===== config.mk =====
export PLATFORM = sky130hd
export DESIGN_NAME = bcd_adder_top
export DESIGN_NICKNAME = d
export VERILOG_FILES = /design/src/rtl/bcd_adder_pkg.sv /design/src/rtl/bcd_digit_slice.sv /design/src/rtl/bcd_adder_ctrl.sv /design/src/rtl/bcd_adder_datapath.sv /design/src/rtl/bcd_adder_top.sv
export SDC_FILE = /design/constraint.sdc
export NUM_CORES = 1
export LEC_CHECK = 0
export CAP_MARGIN = 10
export CORE_MARGIN = 8
export CORE_UTILIZATION = 26
export DETAILED_ROUTE_END_ITERATION = 10
export REMOVE_ABC_BUFFERS = 1
export SLEW_MARGIN = 20
export SYNTH_ARGS = -nofsm -noshare
export SYNTH_HDL_FRONTEND = slang
export SYNTH_HIERARCHICAL = 1
export SYNTH_SLANG_ARGS = --single-unit

===== constraint.sdc =====
create_clock -name clk -period 11.1 [get_ports clk]
set_input_delay 1.11 -clock clk [delete_from_list [all_inputs] [get_ports clk]]
set_output_delay 1.11 -clock clk [all_outputs]
set_load 0.05 [all_outputs]

===== src/rtl/bcd_adder_pkg.sv =====
package bcd_adder_pkg;

  localparam int DIGIT_BITS = 4;

  // strobes sent from control to datapath
  typedef struct packed {
    logic capture;
  } adderStrobes_t;

endpackage


===== src/rtl/bcd_digit_slice.sv =====
module bcd_digit_slice (
  input  logic [3:0] digA,
  input  logic [3:0] digB,
  input  logic       cIn,
  output logic [3:0] digSum,
  output logic       cOut
);
  logic [4:0] binTotal;
  logic [3:0] adjusted;
  logic       needFix;

  always_comb begin
    binTotal = {1'b0, digA} + {1'b0, digB} + {4'b0000, cIn};
    // totals 10..19 need the decimal adjustment
    needFix  = binTotal[4] | (binTotal[3] & (binTotal[2] | binTotal[1]));
    adjusted = binTotal[3:0] + 4'b0110; // carry of this add is dropped
    digSum   = needFix ? adjusted : binTotal[3:0];
    cOut     = needFix;
  end
endmodule


===== src/rtl/bcd_adder_ctrl.sv =====
module bcd_adder_ctrl
  import bcd_adder_pkg::*;
#(
  parameter bit REGISTER_OUTPUT = 1'b1
) (
  input  logic          clk,
  input  logic          rstN,
  input  logic          inValid,
  output adderStrobes_t strobes,
  output logic          outValid
);
  always_comb strobes.capture = inValid & rstN;

  generate
    if (REGISTER_OUTPUT) begin : g_reg
      logic validQ;
      always_ff @(posedge clk) begin
        if (!rstN) validQ <= 1'b0;
        else       validQ <= inValid;
      end
      assign outValid = validQ;

      assert_valid_follows_R6: assert property (@(posedge clk) disable iff (!rstN)
        inValid |=> outValid);
      assert_valid_drops_R6: assert property (@(posedge clk) disable iff (!rstN)
        !inValid |=> !outValid);
    end else begin : g_comb
      assign outValid = inValid & rstN;
    end
  endgenerate
endmodule


===== src/rtl/bcd_adder_datapath.sv =====
module bcd_adder_datapath
  import bcd_adder_pkg::*;
#(
  parameter int NUM_DIGITS      = 3,
  parameter bit REGISTER_OUTPUT = 1'b1
) (
  input  logic                             clk,
  input  logic                             rstN,
  input  adderStrobes_t                    strobes,
  input  logic [DIGIT_BITS*NUM_DIGITS-1:0] aIn,
  input  logic [DIGIT_BITS*NUM_DIGITS-1:0] bIn,
  input  logic                             carryIn,
  output logic [DIGIT_BITS*NUM_DIGITS-1:0] sumOut,
  output logic                             carryOut
);
  localparam int WIDTH = DIGIT_BITS * NUM_DIGITS;

  logic [NUM_DIGITS:0] carryChain;
  logic [WIDTH-1:0]    sumComb;

  assign carryChain[0] = carryIn;

  generate
    for (genvar k = 0; k < NUM_DIGITS; k++) begin : g_digit
      logic [3:0] aDig, bDig, rDig;
      assign aDig = aIn[DIGIT_BITS*k +: DIGIT_BITS];
      assign bDig = bIn[DIGIT_BITS*k +: DIGIT_BITS];

      bcd_digit_slice u_slice (
        .digA  (aDig),
        .digB  (bDig),
        .cIn   (carryChain[k]),
        .digSum(rDig),
        .cOut  (carryChain[k+1])
      );
      assign sumComb[DIGIT_BITS*k +: DIGIT_BITS] = rDig;

      // carry judged by magnitude, independent of the flag logic
      assert_digit_carry_R2: assert property (@(posedge clk) disable iff (!rstN)
        (aDig <= 4'd9 && bDig <= 4'd9) |->
        (carryChain[k+1] == ((5'(aDig) + 5'(bDig) + 5'(carryChain[k])) >= 5'd10)));
      assert_digit_value_R1: assert property (@(posedge clk) disable iff (!rstN)
        (aDig <= 4'd9 && bDig <= 4'd9) |->
        ((5'(rDig) + (carryChain[k+1] ? 5'd10 : 5'd0)) ==
         (5'(aDig) + 5'(bDig) + 5'(carryChain[k]))));
      assert_digit_range_R9: assert property (@(posedge clk) disable iff (!rstN)
        (aDig <= 4'd9 && bDig <= 4'd9) |-> (rDig <= 4'd9));
    end

    if (REGISTER_OUTPUT) begin : g_reg
      logic [WIDTH-1:0] sumQ;
      logic             carryQ;
      always_ff @(posedge clk) begin
        if (!rstN) begin
          sumQ   <= '0;
          carryQ <= 1'b0;
        end else if (strobes.capture) begin
          sumQ   <= sumComb;
          carryQ <= carryChain[NUM_DIGITS];
        end
      end
      assign sumOut   = sumQ;
      assign carryOut = carryQ;

      assert_hold_R7: assert property (@(posedge clk) disable iff (!rstN)
        !strobes.capture |=> ($stable(sumOut) && $stable(carryOut)));
    end else begin : g_comb
      assign sumOut   = sumComb;
      assign carryOut = carryChain[NUM_DIGITS];
    end
  endgenerate
endmodule


===== src/rtl/bcd_adder_top.sv =====
module bcd_adder_top
  import bcd_adder_pkg::*;
#(
  parameter int NUM_DIGITS      = 3,
  parameter bit REGISTER_OUTPUT = 1'b1
) (
  input  logic                             clk,
  input  logic                             rstN,
  input  logic                             inValid,
  input  logic [DIGIT_BITS*NUM_DIGITS-1:0] aIn,
  input  logic [DIGIT_BITS*NUM_DIGITS-1:0] bIn,
  input  logic                             carryIn,
  output logic [DIGIT_BITS*NUM_DIGITS-1:0] sumOut,
  output logic                             carryOut,
  output logic                             outValid
);
  adderStrobes_t strobes;

  bcd_adder_ctrl #(.REGISTER_OUTPUT(REGISTER_OUTPUT)) u_ctrl (
    .clk     (clk),
    .rstN    (rstN),
    .inValid (inValid),
    .strobes (strobes),
    .outValid(outValid)
  );

  bcd_adder_datapath #(
    .NUM_DIGITS     (NUM_DIGITS),
    .REGISTER_OUTPUT(REGISTER_OUTPUT)
  ) u_dp (
    .clk     (clk),
    .rstN    (rstN),
    .strobes (strobes),
    .aIn     (aIn),
    .bIn     (bIn),
    .carryIn (carryIn),
    .sumOut  (sumOut),
    .carryOut(carryOut)
  );
endmodule


==> results_dict.tcl <==
set metrics [dict create \
    cts_setup_buffers 0 \
    fill_cells 590 \
    path_clk_slew_ns 0.06 \
    rsz0062_at_grt "no" \
    max_clock_freq_mhz 122.6 \
    die-area_mm2 0.008153 \
    syn_avg_cell_area_um2 9.504 \
    final-setup-viol-count 0 \
    wire_per_inst_um 11.44 \
    fin_skew_ns 0 \
    grt_max_degree 16 \
    cp_max_fo 5 \
    cts_resized 0 \
    vias 1104 \
    clk_latency_ns 0.24 \
    diodes 0 \
    drc 0 \
    synth_area_leaders "dfxtp_1 20%, mux2i_1 15%, ha_1 13%, fa_1 8.4%, nor2b_1 7.0%" \
    drt_wl_total_um 3032 \
    drtAntennaViolNets 0 \
    holdCritPathClass "reg2reg" \
    synth.distinct_cells 29 \
    io_buffers 41 \
    antenna_found_initial 0 \
    power.switching_uw 88.21 \
    grtUsageTotal 0.07671 \
    tns_ns 0 \
    htree_num_levels 1 \
    crit_slowest_cell "or4_4" \
    final_hold_viol_count 0 \
    drive_gt1_frac 0.08290 \
    slew_headroom 0.4699 \
    cts_buffer_depth 2 \
    io-pin-count 42 \
    leakage_nw 0.8375 \
    power_density_mw_per_mm2 120.9 \
    ctsHoldBuffers 0 \
    cap_viol_max_count 0 \
    cts_root_buf "clkbuf_8" \
    p_int_uw 148.1 \
    critPathCaptureType "register" \
    irDropWorstVdd_mv 0.03918 \
    final_common_cell "clkdlybuf4s50_1" \
    ys_ff_latch 14 \
    status "finished clean" \
    cts_buffers 3 \
    synth_largest_area_cell "dfxtp_1" \
    hpwl_um 2490 \
    combPwrFrac 0.542 \
    power.total_uw 236.3 \
    yosysSeqAreaShare 0.1953 \
    cpMostUsedCell "fa_1" \
    avgViaCountPerCell 4.166 \
    layout.nets 243 \
    syn_area_mm2 0.001435 \
    syn_inst 151 \
    drtPass1Iterations 4 \
    cts_sinks 14 \
    gp_congestion 0.7746 \
    fp.dieH_um 90.30 \
    min_period_ns 8.156 \
    cp_slowest_stage_delay_ns 0.53 \
    grt.overflow.total 0 \
    grt_pass1_wl_um 5271 \
    p_clk_frac 0.208 \
    rows 27 \
    netlist.area_leader.share 0.1953 \
    final_cell_mix "41 x clkdlybuf4s50_1, 22 x mux2i_1, 20 x inv_1" \
    cp_data_required_time_ns 11.28 \
    seqPwrFrac 0.250 \
    coreArea_mm2 0.005405 \
    startpoint_type "input pin" \
    path_class "in2reg" \
    die_w_um 90.30 \
    tritoncts "done" \
    yosysWarnings 6 \
    drtIter0Drc 19 \
    grt_pass1_vias 1167 \
    worstPathArrival_ns 8.34 \
    finalCritPeriodShare 0.7348 \
    start_util 0.2655 \
    syn_to_final_growth_pct 36.27 \
    swShare 0.3732 \
    finalMaxSlewViolations 0 \
    worst_pin_slew_ns 0.7951 \
]
## cell families after synthesis
kind of cell | share of synthesized area
simple gates | 0.2249
mux | 0.1534
xor+xnor | 0.05493
flops | 0.1953
compound gates | 0.08021
buf+inv | 0.07672
fa+ha+maj | 0.2145
## area by class of cell
type	count	area, µm²	share of cell area
multi-input cells	114	1045	0.5342
repair buffers	41	410.4	0.2099
flip-flops and latches	14	280.3	0.1433
well taps	72	90.09	0.04607
inverters	20	75.07	0.03839
clock buffers	4	55.05	0.02815
## power groups by stage
stage / Sequential [mW] / Clock [mW] / Combinational [mW]
finish: 0.0591 / 0.0491 / 0.128
global placement: 0.0603 / 0 / 0.128
CTS: 0.0592 / 0.0518 / 0.130
global route: 0.0599 / 0.0541 / 0.143
detailed placement: 0.0601 / 0 / 0.129
floorplan: 0.0790 / 0 / 0.0751
## critical path: cells and delay by family
| family | cells | cell delay [ns] |
|---|---|---|
| mux | 2 | 0.30 |
| buf+inv | 4 | 0.64 |
| xor+xnor | 3 | 0.59 |
| simple gates | 6 | 1.74 |
| fa+ha+maj | 9 | 3.58 |
| compound gates | 1 | 0.37 |
## layer usage
layer	vias up	track usage	wire, µm
li1	589	-	-
met1	487	0.08918	1439
met2	24	0.1288	1381
met3	4	0.01829	161
met4	0	0.03745	50
met5	-	0	0
## synth_stat cells, drive strengths merged
cell     count
mux2i       22
inv         20
nor2b       18
ha          15
dfxtp       14
a21oi        6
fa           6
nand2b       6
xnor2        6
o21ai        5
nand2        3
nor2         3
nor3b        3
o22ai        3
o2bb2ai      3
or2          3
xor2         3
and2         2
buf          2
nand4b       2
or4          2
a2111oi      1
clkbuf       1
nand3        1
nand4bb      1
## final timing paths
check | cells past startpoint | start | end | slack (ns)
hold / removal | 2 | u_dp/sumOut[4] | u_dp/sumOut[4] | 0.52
hold reg to reg | 2 | u_dp/sumOut[4] | u_dp/sumOut[4] | 0.52
setup reg to reg | 2 | u_dp/sumOut[5] | u_dp/sumOut[5] | 10.49
setup / recovery | 25 | aIn[0] | u_dp/sumOut[10] | 2.94
## registers in the layout, indices dropped and copies added, names as in the netlist
signal and count:
u_ctrl/outValid 1, u_dp/carryOut 1, u_dp/sumOut 12
## through the flow
step / area, µm² / setup WS, ns / utilization / hold slack (ns) / cells
after global placement: 1901 / 2.752 / 0.3516 / 0.4990 / 261
after detailed placement: 1901 / 2.697 / 0.3516 / 0.5099 / 261
after global routing: 1956 / 2.458 / 0.3618 / 0.5413 / 265
final: 1956 / 2.944 / 0.3618 / 0.5205 / 265
after floorplan: 1400 / 3.688 / - / 0.7438 / 148
after CTS: 1956 / 2.940 / 0.3618 / 0.5242 / 265
Note: power is estimated with default switching activity, not from simulation.
